## config.mk

```make
export PLATFORM = sky130hd
export DESIGN_NAME = fetch_decoder
export DESIGN_NICKNAME = d
export VERILOG_FILES = /design/src/rtl/fd_pkg.sv /design/src/rtl/fd_class_decode.sv /design/src/rtl/fd_field_extract.sv /design/src/rtl/fd_next_pc.sv /design/src/rtl/fetch_decoder.sv
export SDC_FILE = /design/constraint.sdc
export NUM_CORES = 1
export LEC_CHECK = 0
export BUFFER_PORTS_ARGS = -buffer_cell sky130_fd_sc_hd__buf_4
export CELL_PAD_IN_SITES_DETAIL_PLACEMENT = 0
export CELL_PAD_IN_SITES_GLOBAL_PLACEMENT = 2
export CORE_MARGIN = 1.5
export CORE_UTILIZATION = 16
export DETAILED_ROUTE_END_ITERATION = 7
export GPL_TIMING_DRIVEN = 0
export PLACE_DENSITY_LB_ADDON = 0.1
export SLEW_MARGIN = 10
export SYNTH_ARGS = -nofsm -noshare
export SYNTH_HDL_FRONTEND = slang
export SYNTH_SLANG_ARGS = --single-unit
export TNS_END_PERCENT = 30
```

## constraint.sdc

```tcl
create_clock -name vclk -period 6.6
set_clock_uncertainty 0.2 [all_clocks]
set_input_delay 0 -clock vclk [all_inputs]
set_output_delay 0 -clock vclk [all_outputs]
set_load 0.01 [all_outputs]
```

## src/rtl/fd_pkg.sv

```systemverilog
package fd_pkg;

    localparam int unsigned BYTE_W = 8;
    localparam int unsigned NIB_W  = 4;

    // Supported opcode classes; codes 0xC..0xF are illegal
    typedef enum logic [3:0] {
        CLS_STOP    = 4'h0,
        CLS_IDLE    = 4'h1,
        CLS_MOVRR   = 4'h2,
        CLS_LDIMM   = 4'h3,
        CLS_STORE   = 4'h4,
        CLS_LOAD    = 4'h5,
        CLS_ALU     = 4'h6,
        CLS_BRANCH  = 4'h7,
        CLS_CALL    = 4'h8,
        CLS_RETURN  = 4'h9,
        CLS_PUSH    = 4'hA,
        CLS_POP     = 4'hB
    } iclass_e;

    typedef struct packed {
        logic has_regs;
        logic has_const;
        logic bad;
    } cls_flags_t;

    localparam logic [NIB_W-1:0] NO_REG = 4'hF;

endpackage

```

## src/rtl/fd_class_decode.sv

```systemverilog
module fd_class_decode
    import fd_pkg::*;
(
    input  logic [NIB_W-1:0] code_i,
    output cls_flags_t       flags_o
);

    always_comb begin
        flags_o = '{has_regs: 1'b0, has_const: 1'b0, bad: 1'b0};
        unique case (code_i)
            CLS_STOP, CLS_IDLE, CLS_RETURN: ;
            CLS_MOVRR, CLS_ALU, CLS_PUSH, CLS_POP:
                flags_o.has_regs = 1'b1;
            CLS_LDIMM, CLS_STORE, CLS_LOAD: begin
                flags_o.has_regs  = 1'b1;
                flags_o.has_const = 1'b1;
            end
            CLS_BRANCH, CLS_CALL:
                flags_o.has_const = 1'b1;
            default:
                flags_o.bad = 1'b1;
        endcase
    end

endmodule

```

## src/rtl/fd_field_extract.sv

```systemverilog
module fd_field_extract
    import fd_pkg::*;
#(
    parameter int unsigned WIN_BYTES   = 6,
    parameter int unsigned CONST_BYTES = 4
) (
    // window bytes 1 .. WIN_BYTES-1 (byte 0 handled by the caller)
    input  logic [(WIN_BYTES-1)*BYTE_W-1:0] tail_i,
    input  logic                            has_regs_i,
    output logic [NIB_W-1:0]                ra_o,
    output logic [NIB_W-1:0]                rb_o,
    output logic [CONST_BYTES*BYTE_W-1:0]   const_o
);

    localparam int unsigned TAIL_BYTES = WIN_BYTES - 1;

    // tail byte j holds window byte j+1
    always_comb begin
        if (has_regs_i) begin
            ra_o = tail_i[BYTE_W-1 -: NIB_W];
            rb_o = tail_i[NIB_W-1:0];
        end else begin
            ra_o = NO_REG;
            rb_o = NO_REG;
        end
    end

    genvar g;
    generate
        for (g = 0; g < CONST_BYTES; g++) begin : g_cbyte
            if (g + 1 < TAIL_BYTES) begin : g_shift
                assign const_o[g*BYTE_W +: BYTE_W] = has_regs_i
                    ? tail_i[(g+1)*BYTE_W +: BYTE_W]
                    : tail_i[g*BYTE_W +: BYTE_W];
            end else begin : g_edge
                assign const_o[g*BYTE_W +: BYTE_W] = has_regs_i
                    ? '0
                    : tail_i[g*BYTE_W +: BYTE_W];
            end
        end
    endgenerate

endmodule

```

## src/rtl/fd_next_pc.sv

```systemverilog
module fd_next_pc #(
    parameter int unsigned ADDR_W      = 32,
    parameter int unsigned CONST_BYTES = 4
) (
    input  logic [ADDR_W-1:0] pc_i,
    input  logic              has_regs_i,
    input  logic              has_const_i,
    output logic [ADDR_W-1:0] next_pc_o
);

    localparam logic [ADDR_W-1:0] STEP_OPC   = ADDR_W'(1);
    localparam logic [ADDR_W-1:0] STEP_REGS  = ADDR_W'(1);
    localparam logic [ADDR_W-1:0] STEP_CONST = ADDR_W'(CONST_BYTES);

    logic [ADDR_W-1:0] len;

    always_comb begin
        len = STEP_OPC;
        if (has_regs_i)  len = len + STEP_REGS;
        if (has_const_i) len = len + STEP_CONST;
        next_pc_o = pc_i + len;
    end

endmodule

```

## src/rtl/fetch_decoder.sv

```systemverilog
module fetch_decoder
    import fd_pkg::*;
#(
    parameter int unsigned ADDR_W      = 32,
    parameter int unsigned WIN_BYTES   = 6,
    parameter int unsigned CONST_BYTES = 4
) (
    input  logic [ADDR_W-1:0]              pc_i,
    input  logic [WIN_BYTES*BYTE_W-1:0]    window_i,
    output logic [NIB_W-1:0]               icode_o,
    output logic [NIB_W-1:0]               ifun_o,
    output logic [NIB_W-1:0]               rega_o,
    output logic [NIB_W-1:0]               regb_o,
    output logic [CONST_BYTES*BYTE_W-1:0]  const_o,
    output logic                           has_regs_o,
    output logic                           has_const_o,
    output logic                           bad_op_o,
    output logic [ADDR_W-1:0]              next_pc_o
);

    localparam int unsigned WIN_W = WIN_BYTES * BYTE_W;

    cls_flags_t flags;

    assign icode_o = window_i[BYTE_W-1 -: NIB_W];
    assign ifun_o  = window_i[NIB_W-1:0];

    fd_class_decode u_cls (
        .code_i  (icode_o),
        .flags_o (flags)
    );

    assign has_regs_o  = flags.has_regs;
    assign has_const_o = flags.has_const;
    assign bad_op_o    = flags.bad;

    fd_field_extract #(
        .WIN_BYTES   (WIN_BYTES),
        .CONST_BYTES (CONST_BYTES)
    ) u_fld (
        .tail_i     (window_i[WIN_W-1:BYTE_W]),
        .has_regs_i (flags.has_regs),
        .ra_o       (rega_o),
        .rb_o       (regb_o),
        .const_o    (const_o)
    );

    fd_next_pc #(
        .ADDR_W      (ADDR_W),
        .CONST_BYTES (CONST_BYTES)
    ) u_npc (
        .pc_i        (pc_i),
        .has_regs_i  (flags.has_regs),
        .has_const_i (flags.has_const),
        .next_pc_o   (next_pc_o)
    );

endmodule

```

# Yosys cells after proc, flatten, opt, wreduce, memory -nomap -nowiden
# Index checks and enable logic that the tools add are counted.
# Widths: inputs -> output; s select.
# totals
in_bits	80
register_bits	0
output_inout_bits	83
# op_classes
n_mux	11
n_addsub	2
reduce_logical	4
eq_ne	11
# ops
operator	count
$add 32x32->32	1
$mux 32	1
$mux 8	4
$eq 4x3->1 const B	4
$eq 4x4->1 const B	4
$reduce_or 12->1	1
$eq 4x2->1 const B	2
$mux 4	2
$reduce_or 7->1	1
$reduce_or 5->1	1
$add 2x3->4 const B	1
$eq 4x1->1 const B	1
$logic_not 4->1	1
$mux 1	3
$mux 2	1

# Longest topological paths before layout
# Gate-level depths: netlist (run 1).
# logic_depth
ltp_word	7
depth_mapped	10
mapped_depth_nobuf	9

# Hierarchy
# From an unflattened synthesis (run 1), not the netlist that was laid out.
# unflattened
cells_unflattened	158
hier_area_um2	1378.8
# by_module_without_submodules
mod	cells_each	area_each_um2	n_inst	seq_area_each_um2
fd_next_pc	99	809.5	1	0.0
fd_field_extract	44	455.4	1	0.0
fetch_decoder	8	60.1	1	0.0
fd_class_decode	7	53.8	1	0.0

# Worst setup path after synthesis (run 1)
# OpenSTA, ideal clock, no wires.
# synth_path
kind	input port to output port
from	in window_i[4]
to	out next_pc_o[18]
n_path_buf	1
setup_slack_ps	4000
path_stages	10
arrival_ps	2400
required_time_ps	6400
cell_sequence	a21oi_1 > mux2i_1 > clkbuf_1 > ha_1 > inv_1 > fa_1 > nand2b_4 > a2111oi_4 > nand4_1 > xnor2_1
# synth_via
elab_chain_len	7
# synth_rtl
element	line_no	text
start, declared	fetch_decoder.sv:9	input logic [WIN_BYTES*BYTE_W-1:0] window_i,
$eq 4x2->1 (tied with other cells)	fd_class_decode.sv:10	unique case (code_i)
$reduce_or 7->1 (no source line)	-	
$mux 1	fd_class_decode.sv:10	
$mux 2	fd_next_pc.sv:19	if (has_regs_i) len = len + STEP_REGS;
$add 2x3->4	fd_next_pc.sv:20	if (has_const_i) len = len + STEP_CONST;
$mux 32 (*)	fd_next_pc.sv:20	
$add 32x32->32 (*)	fd_next_pc.sv:21	next_pc_o = pc_i + len;
end, declared	fetch_decoder.sv:18	output logic [ADDR_W-1:0] next_pc_o
# Every way passes the cells marked *; elsewhere a longest branch is shown, timed or not.

# Worst setup path in the final report (run 1)
# layout_path
from	in window_i[5]
to	out next_pc_o[30]
# Same word-level chain as after synthesis.

==> reports/qor.yml, run 1 <==
route:
  wl_per_cell_um: 13.5
  drtIter0Drc: 22
  routed_wl_mm: 5.78
  vias: 1793
  drtAntennaViolNets: 0
  vias_per_cell: 4.18
  drc: 0
  drt-pass1-iter-count: 4
grt:
  gr-usage-all-layers: 0.125
  grt_start_max_net_pins: 12
  grt_pass1_wl_mm: 8.72
  grt_overflow: 0
  grt_pass1_vias: 1766
  antenna_found_initial: 0
synthesis:
  yosys_warnings: 0
  yosysSeqAreaShare: 0
  syn_nets: 248
  synth_cell_type_count: 30
  synth_cells: 164
  synth_area_per_cell_sq_um: 7.79
  syn-cell-area_sq_um: 1280
cells_and_area:
  areaGrowthSynthToFinish_pct: 107
  n_clock_buffer: 0
  regArea_sq_um: 0
  nFlopsAndLatches: 0
  fillers: 851
  design_area_sq_um: 2640
  mostFrequentLayoutCells: "buf_4, mux2_2, xnor2_1, nand3_1, nand2_1"
  layout-drive-gt1-share: 0.661
  final_common_cell: "buf_4"
  fin_nets: 413
  antenna_cells: 0
sta:
  max-slew-margin-rel: 0.539
  whs_ns: 0.0724
  hold_violations: 0
  setup_viol_count_final: 0
  period_share: 0.520
  tightest_slew_ns: 0.686
  layout_min_cycle_time_ns: 3.43
  fmax_mhz: 291
  finalMaxSlewViolations: 0
  tns_ns: 0
  rsz0062_at_grt: "no"
die:
  core_area_sq_um: 7730
  rows: 32
  start_util: 0.165
  die_w_um: 92.4
  io_pins: 163
  dieArea_sq_um: 8530
  die_height_um: 92.4
worst_setup_path:
  arrival_ns: 3.23
  crit_end: "next_pc_o[30]"
  worstSetupPathType: "in2out"
  endpoint_kind: "output pin"
  crit_path_max_fanout: 11
  cp.required_ns: 6.40
  path_common_cell: "buf_4"
  slowest_delay_ns: 0.67
  worstSetupStartpoint: "window_i[5]"
  crit_slowest_cell: "a2111oi_4"
  start_kind: "input port"
  crit_chain: "buf_4 -> a21oi_1 -> mux2i_1 -> clkbuf_1 -> ha_1 -> inv_1 -> fa_1 -> nand2b_4 -> a2111oi_4 -> nand4_1 -> xnor2_1 -> buf_4"
place:
  placed_cell_area_sq_um: 2600
  io_buffers: 159
  gp_congestion: 0.693
  place_hpwl_mm: 5.20
pwr:
  p_total_w: 0.000203
  powerDensity_nw_per_um2: 77.1
  leakage_nw: 1.25
  peakVddDrop_v: 0.0000182
hold_path:
  hold_class: "in2out"
run_status:
  status: "complete, no violations"
flow_run:
  cap_violations: 0
## per-layer routing
| layer | global-route usage | up-vias | wire (um) |
|---|---|---|---|
| li1 | - | 908 | - |
| met1 | 0.133 | 784 | 2090 |
| met2 | 0.259 | 97 | 3100 |
| met3 | 0.0222 | 4 | 550 |
| met4 | 0.00897 | 0 | 44 |
| met5 | 0 | - | 0 |
## critical path: cells and delay by family
family | cells | cell delay, ns
mux | 1 | 0.47
compound gates | 2 | 0.73
xor+xnor | 1 | 0.18
simple gates | 2 | 0.38
buf+inv | 4 | 0.76
fa+ha+maj | 2 | 0.69
## Yosys cell counts (all sizes together) (2+ instances only)
master	count	area, sq um
a21oi	4	20.0
and2	3	18.8
and3	6	37.5
and4	2	18.8
buf	12	80.1
ha	3	37.5
inv	5	18.8
mux2	32	360
mux2i	2	20.0
nand2	12	45.0
nand3	15	75.1
nand4	11	75.1
nand4b	2	17.5
nor2	4	15.0
nor3	4	20.0
or2	8	50.1
xnor2	24	210
xor2	6	52.6
## where the power goes
| group | total (W) | internal [W] | switching [W] |
|---|---|---|---|
| clock | 0 | 0 | 0 |
| sequential | 0 | 0 | 0 |
| combinational | 0.000203 | 0.000117 | 0.0000859 |
| total | 0.000203 | 0.000117 | 0.0000859 |
## layout make-up
class / instances / area (sq um) / share of cell area
timing repair buffer: 163 / 1230 / 0.468
multi-input combinational: 146 / 1170 / 0.445
tap: 102 / 128 / 0.0484
buffer: 13 / 83.8 / 0.0318
inverter: 5 / 18.8 / 0.00711
## worst min path at each step
stage	slack, ns	start	cells after the start	to
global placement	-0.02	window_i[0]	2	ifun_o[0]
global route	0.08	window_i[12]	3	rega_o[0]
floorplan	-0.12	pc_i[14]	1	next_pc_o[14]
CTS	0.07	window_i[13]	3	rega_o[1]
detailed placement	-0.02	window_i[1]	2	ifun_o[1]
finish	0.07	window_i[13]	3	rega_o[1]
## per-stage QoR
step / std cells / setup slack (ns) / util
2_1_floorplan: 164 / 4.00 / -
3_3_place_gp: 425 / 3.04 / 0.336
3_5_place_dp: 425 / 3.09 / 0.336
4_1_cts: 429 / 3.06 / 0.341
5_1_grt: 429 / 2.85 / 0.341
6_report: 429 / 3.17 / 0.341
## logic make-up after synthesis
kind of cell | after synthesis | share of synthesized area
AOI/OAI and AO/OA | 8 | 0.0539
xor gates and xnor gates | 30 | 0.206
adders and majority gates | 4 | 0.0451
buffers and inverters | 18 | 0.0803
muxes | 34 | 0.298
and+or+nand+nor | 70 | 0.317
## timing repair
| item | 4_1_cts | 5_1_grt |
|---|---|---|
| buffers inserted | 0 | 0 |
| endpoints found under the hold margin | 4 | 0 |
| resized for setup | 0 | 0 |
| hold buffers | 4 | 0 |
Note: power is estimated with default switching activity, not from simulation.
==> run 2, diff against run 1 <==
- ABC_AREA: default -> 1
- CORE_UTILIZATION: 16 -> 14
- clock period: 6.6 -> 3.3 ns (I/O delays scaled with it)
==> run 2 against run 1 <==
Non-clock buffer count is 2 higher. Combinational power is 110% higher. Global-route usage is 0.30 points lower. Cell count is 46% higher. Die area is 36% higher. Hold slack worse by 0.0032 ns. Critical path type unchanged. Critical endpoint is now next_pc_o[20]. Highest routed layer is now met3.
==> reports/qor.yml, run 2 <==
run_status:
  status: "complete, no violations"
synthesis:
  yosys_warnings: 0  # unchanged
  synth_cells: 322  # +96%
  synth_cell_type_count: 24  # -20%
  synth_xor_area_frac: 0.0855  # -0.120
  synth_commonest_cells: "nand2_1, nor2_1, inv_1, o21ai_0, nand3b_1"
  synthSimpleGateAreaFrac: 0.629  # +0.312
  synth-adder-area-share: 0.0375  # -0.00759
  yosys.area.top_type: "nand2_1"
  syn-cell-area_sq_um: 1540  # +20%
  synthMuxAreaShare: 0  # -0.298
  synth-compound-area-share: 0.0888  # +0.0349
  syn_nets: 406  # +64%
  yosysSeqAreaShare: 0  # unchanged
  yosysMostFrequentCell: "nand2_1"
  synth_area_per_cell_sq_um: 4.77  # -39%
  ys_top_cells_by_area: "nand2_1, nor2_1, inv_1"
  synth_top_family_by_area: "simple AND/OR/NAND/NOR gates"
  synth_top_area_share: 0.379  # +0.0966
worst_setup_path:
  worstSetupPathType: "in2out"
  slowest_delay_ns: 0.41  # -0.26 ns
  path_buf_inv: 8  # +4
  path_common_cell: "nand2_1"
  crit_slowest_cell: "fa_1"
  cp.required_ns: 3.10  # -3.30 ns
  crit_path_max_fanout: 11  # unchanged
  arrival_ns: 2.34  # -0.89 ns
  endpoint_kind: "output pin"
  start_kind: "input port"
  crit_chain: "buf_4 -> inv_1 -> nor2_2 -> nand2_1 -> o21ai_2 -> inv_2 -> buf_6 -> ha_1 -> inv_1 -> fa_1 -> inv_1 -> nand3_1 -> nand2_1 -> inv_1 -> nor2_2 -> nand2_1 -> nand2_1 -> nand2_1 -> buf_4"
  crit_family: "buffers and inverters"
die:
  die_height_um: 108  # +17%
  io_pins: 163  # unchanged
  die_w_um: 108  # +17%
  core_area_sq_um: 10800  # +40%
  rows: 38  # +19%
  start_util: 0.142  # -0.0230
  dieArea_sq_um: 11600  # +36%
place:
  place_hpwl_mm: 6.80  # +31%
  gp_congestion: 0.796  # +15%
  io_buffers: 159  # unchanged
grt:
  grt_pass1_wl_mm: 11.3  # +30%
  met2_usage: 0.221  # -0.0375
  use_met1: 0.155  # +0.0220
  global_route.usage.met3: 0.0278  # +0.00568
  grt_overflow: 0  # unchanged
  gr-usage-all-layers: 0.122  # -0.00304
  grt_pass1_vias: 2269  # +28%
  antenna_found_initial: 0  # unchanged
  grt_start_max_net_pins: 12  # unchanged
  grt_busiest_layer: "met2"
pwr:
  p_total_w: 0.000426  # +110%
  peakVddDrop_v: 0.0000535  # +190%
  powerDensity_nw_per_um2: 145  # +88%
  leakage_nw: 1.59  # +28%
cells_and_area:
  fin_nets: 571  # +38%
  nFlopsAndLatches: 0  # unchanged
  final_common_cell: "buf_4"
  antenna_cells: 0  # unchanged
  regArea_sq_um: 0  # unchanged
  mostFrequentLayoutCells: "buf_4, nand2_1, nor2_1, inv_1, o21ai_0"
  areaGrowthSynthToFinish_pct: 91.7
  fillers: 1274  # +50%
  n_clock_buffer: 0  # unchanged
  layout-drive-gt1-share: 0.381  # -0.279
hold_path:
  worstHoldStart: "window_i[12]"
  min_to: "rega_o[0]"
  min_path_cells: 4  # +1
  hold_class: "in2out"
sta:
  setup_viol_count_final: 0  # unchanged
  hold_violations: 0  # unchanged
  max-slew-margin-rel: 0.778  # +0.239
  finalMaxSlewViolations: 0  # unchanged
  fmax_mhz: 394
  tightest_slew_ns: 0.332  # -0.354 ns
  tns_ns: 0  # unchanged
  period_share: 0.770
  layout_min_cycle_time_ns: 2.54
  rsz0062_at_grt: "no"
route:
  drtIter0Drc: 72  # +230%
  routed_wl_mm: 7.46  # +29%
  vias_per_cell: 3.83  # -8.3%
  drc: 0  # unchanged
  wl_per_cell_um: 11.9  # -11%
  drt-pass1-iter-count: 6  # +2
  drtAntennaViolNets: 0  # unchanged
  vias: 2395  # +34%
flow_run:
  cap_violations: 0  # unchanged
-- run 2: through the flow --
step / hold WS, ns / util / instances / cell area (sq um) / setup slack, ns
floorplan: -0.120 / - / 322 / 1540 / 1.27
global placement: -0.0230 / 0.269 / 621 / 2910 / 0.715
detailed placement: -0.0232 / 0.269 / 621 / 2910 / 0.708
CTS: 0.0716 / 0.273 / 625 / 2950 / 0.697
global route: 0.0943 / 0.273 / 625 / 2950 / 0.454
finish: 0.0691 / 0.273 / 625 / 2950 / 0.759
-- run 2: logic make-up after synthesis --
| logic type | Yosys count |
|---|---|
| buffers and inverters | 48 |
| AOI/OAI and AO/OA | 26 |
| adders and majority gates | 4 |
| and+or+nand+nor | 229 |
| xor gates and xnor gates | 15 |
-- run 2: report_power, final --
part           total, W  switching, W  leakage, nW  internal, W
Combinational  0.000426      0.000205         1.59     0.000221
Clock                 0             0            0            0
Sequential            0             0            0            0
Total          0.000426      0.000205         1.59     0.000221
-- run 2: cell type report --
cell class / instances / area, sq um / area share
plain buffers: 15 / 120 / 0.0408
inverters: 33 / 124 / 0.0421
multi-input cells: 274 / 1290 / 0.439
well taps: 140 / 175 / 0.0595
repair buffers: 163 / 1230 / 0.419
-- run 2: per-layer routing --
layer	vias up	routed length (um)	part of all wire
met2	68	3620	0.49
met3	0	588	0.079
met1	1021	3240	0.44
li1	1306	-	-
met4	0	0	0
met5	-	0	0
-- run 2: repair_timing --
action / in CTS / in global routing
endpoints found under the hold margin: 4 / 0
resized for setup: 0 / 0
hold buffers: 4 / 0
setup buffers: 0 / 0
-- run 2: worst max path at each step --
| stage | from | to | slack [ns] | cells past startpoint |
|---|---|---|---|---|
| detailed placement | window_i[6] | next_pc_o[20] | 0.71 | 19 |
| CTS | window_i[6] | next_pc_o[20] | 0.70 | 19 |
| floorplan | window_i[6] | next_pc_o[14] | 1.27 | 15 |
| global placement | window_i[6] | next_pc_o[14] | 0.72 | 17 |
| finish | window_i[6] | next_pc_o[20] | 0.76 | 19 |
| global route | window_i[6] | next_pc_o[20] | 0.45 | 19 |
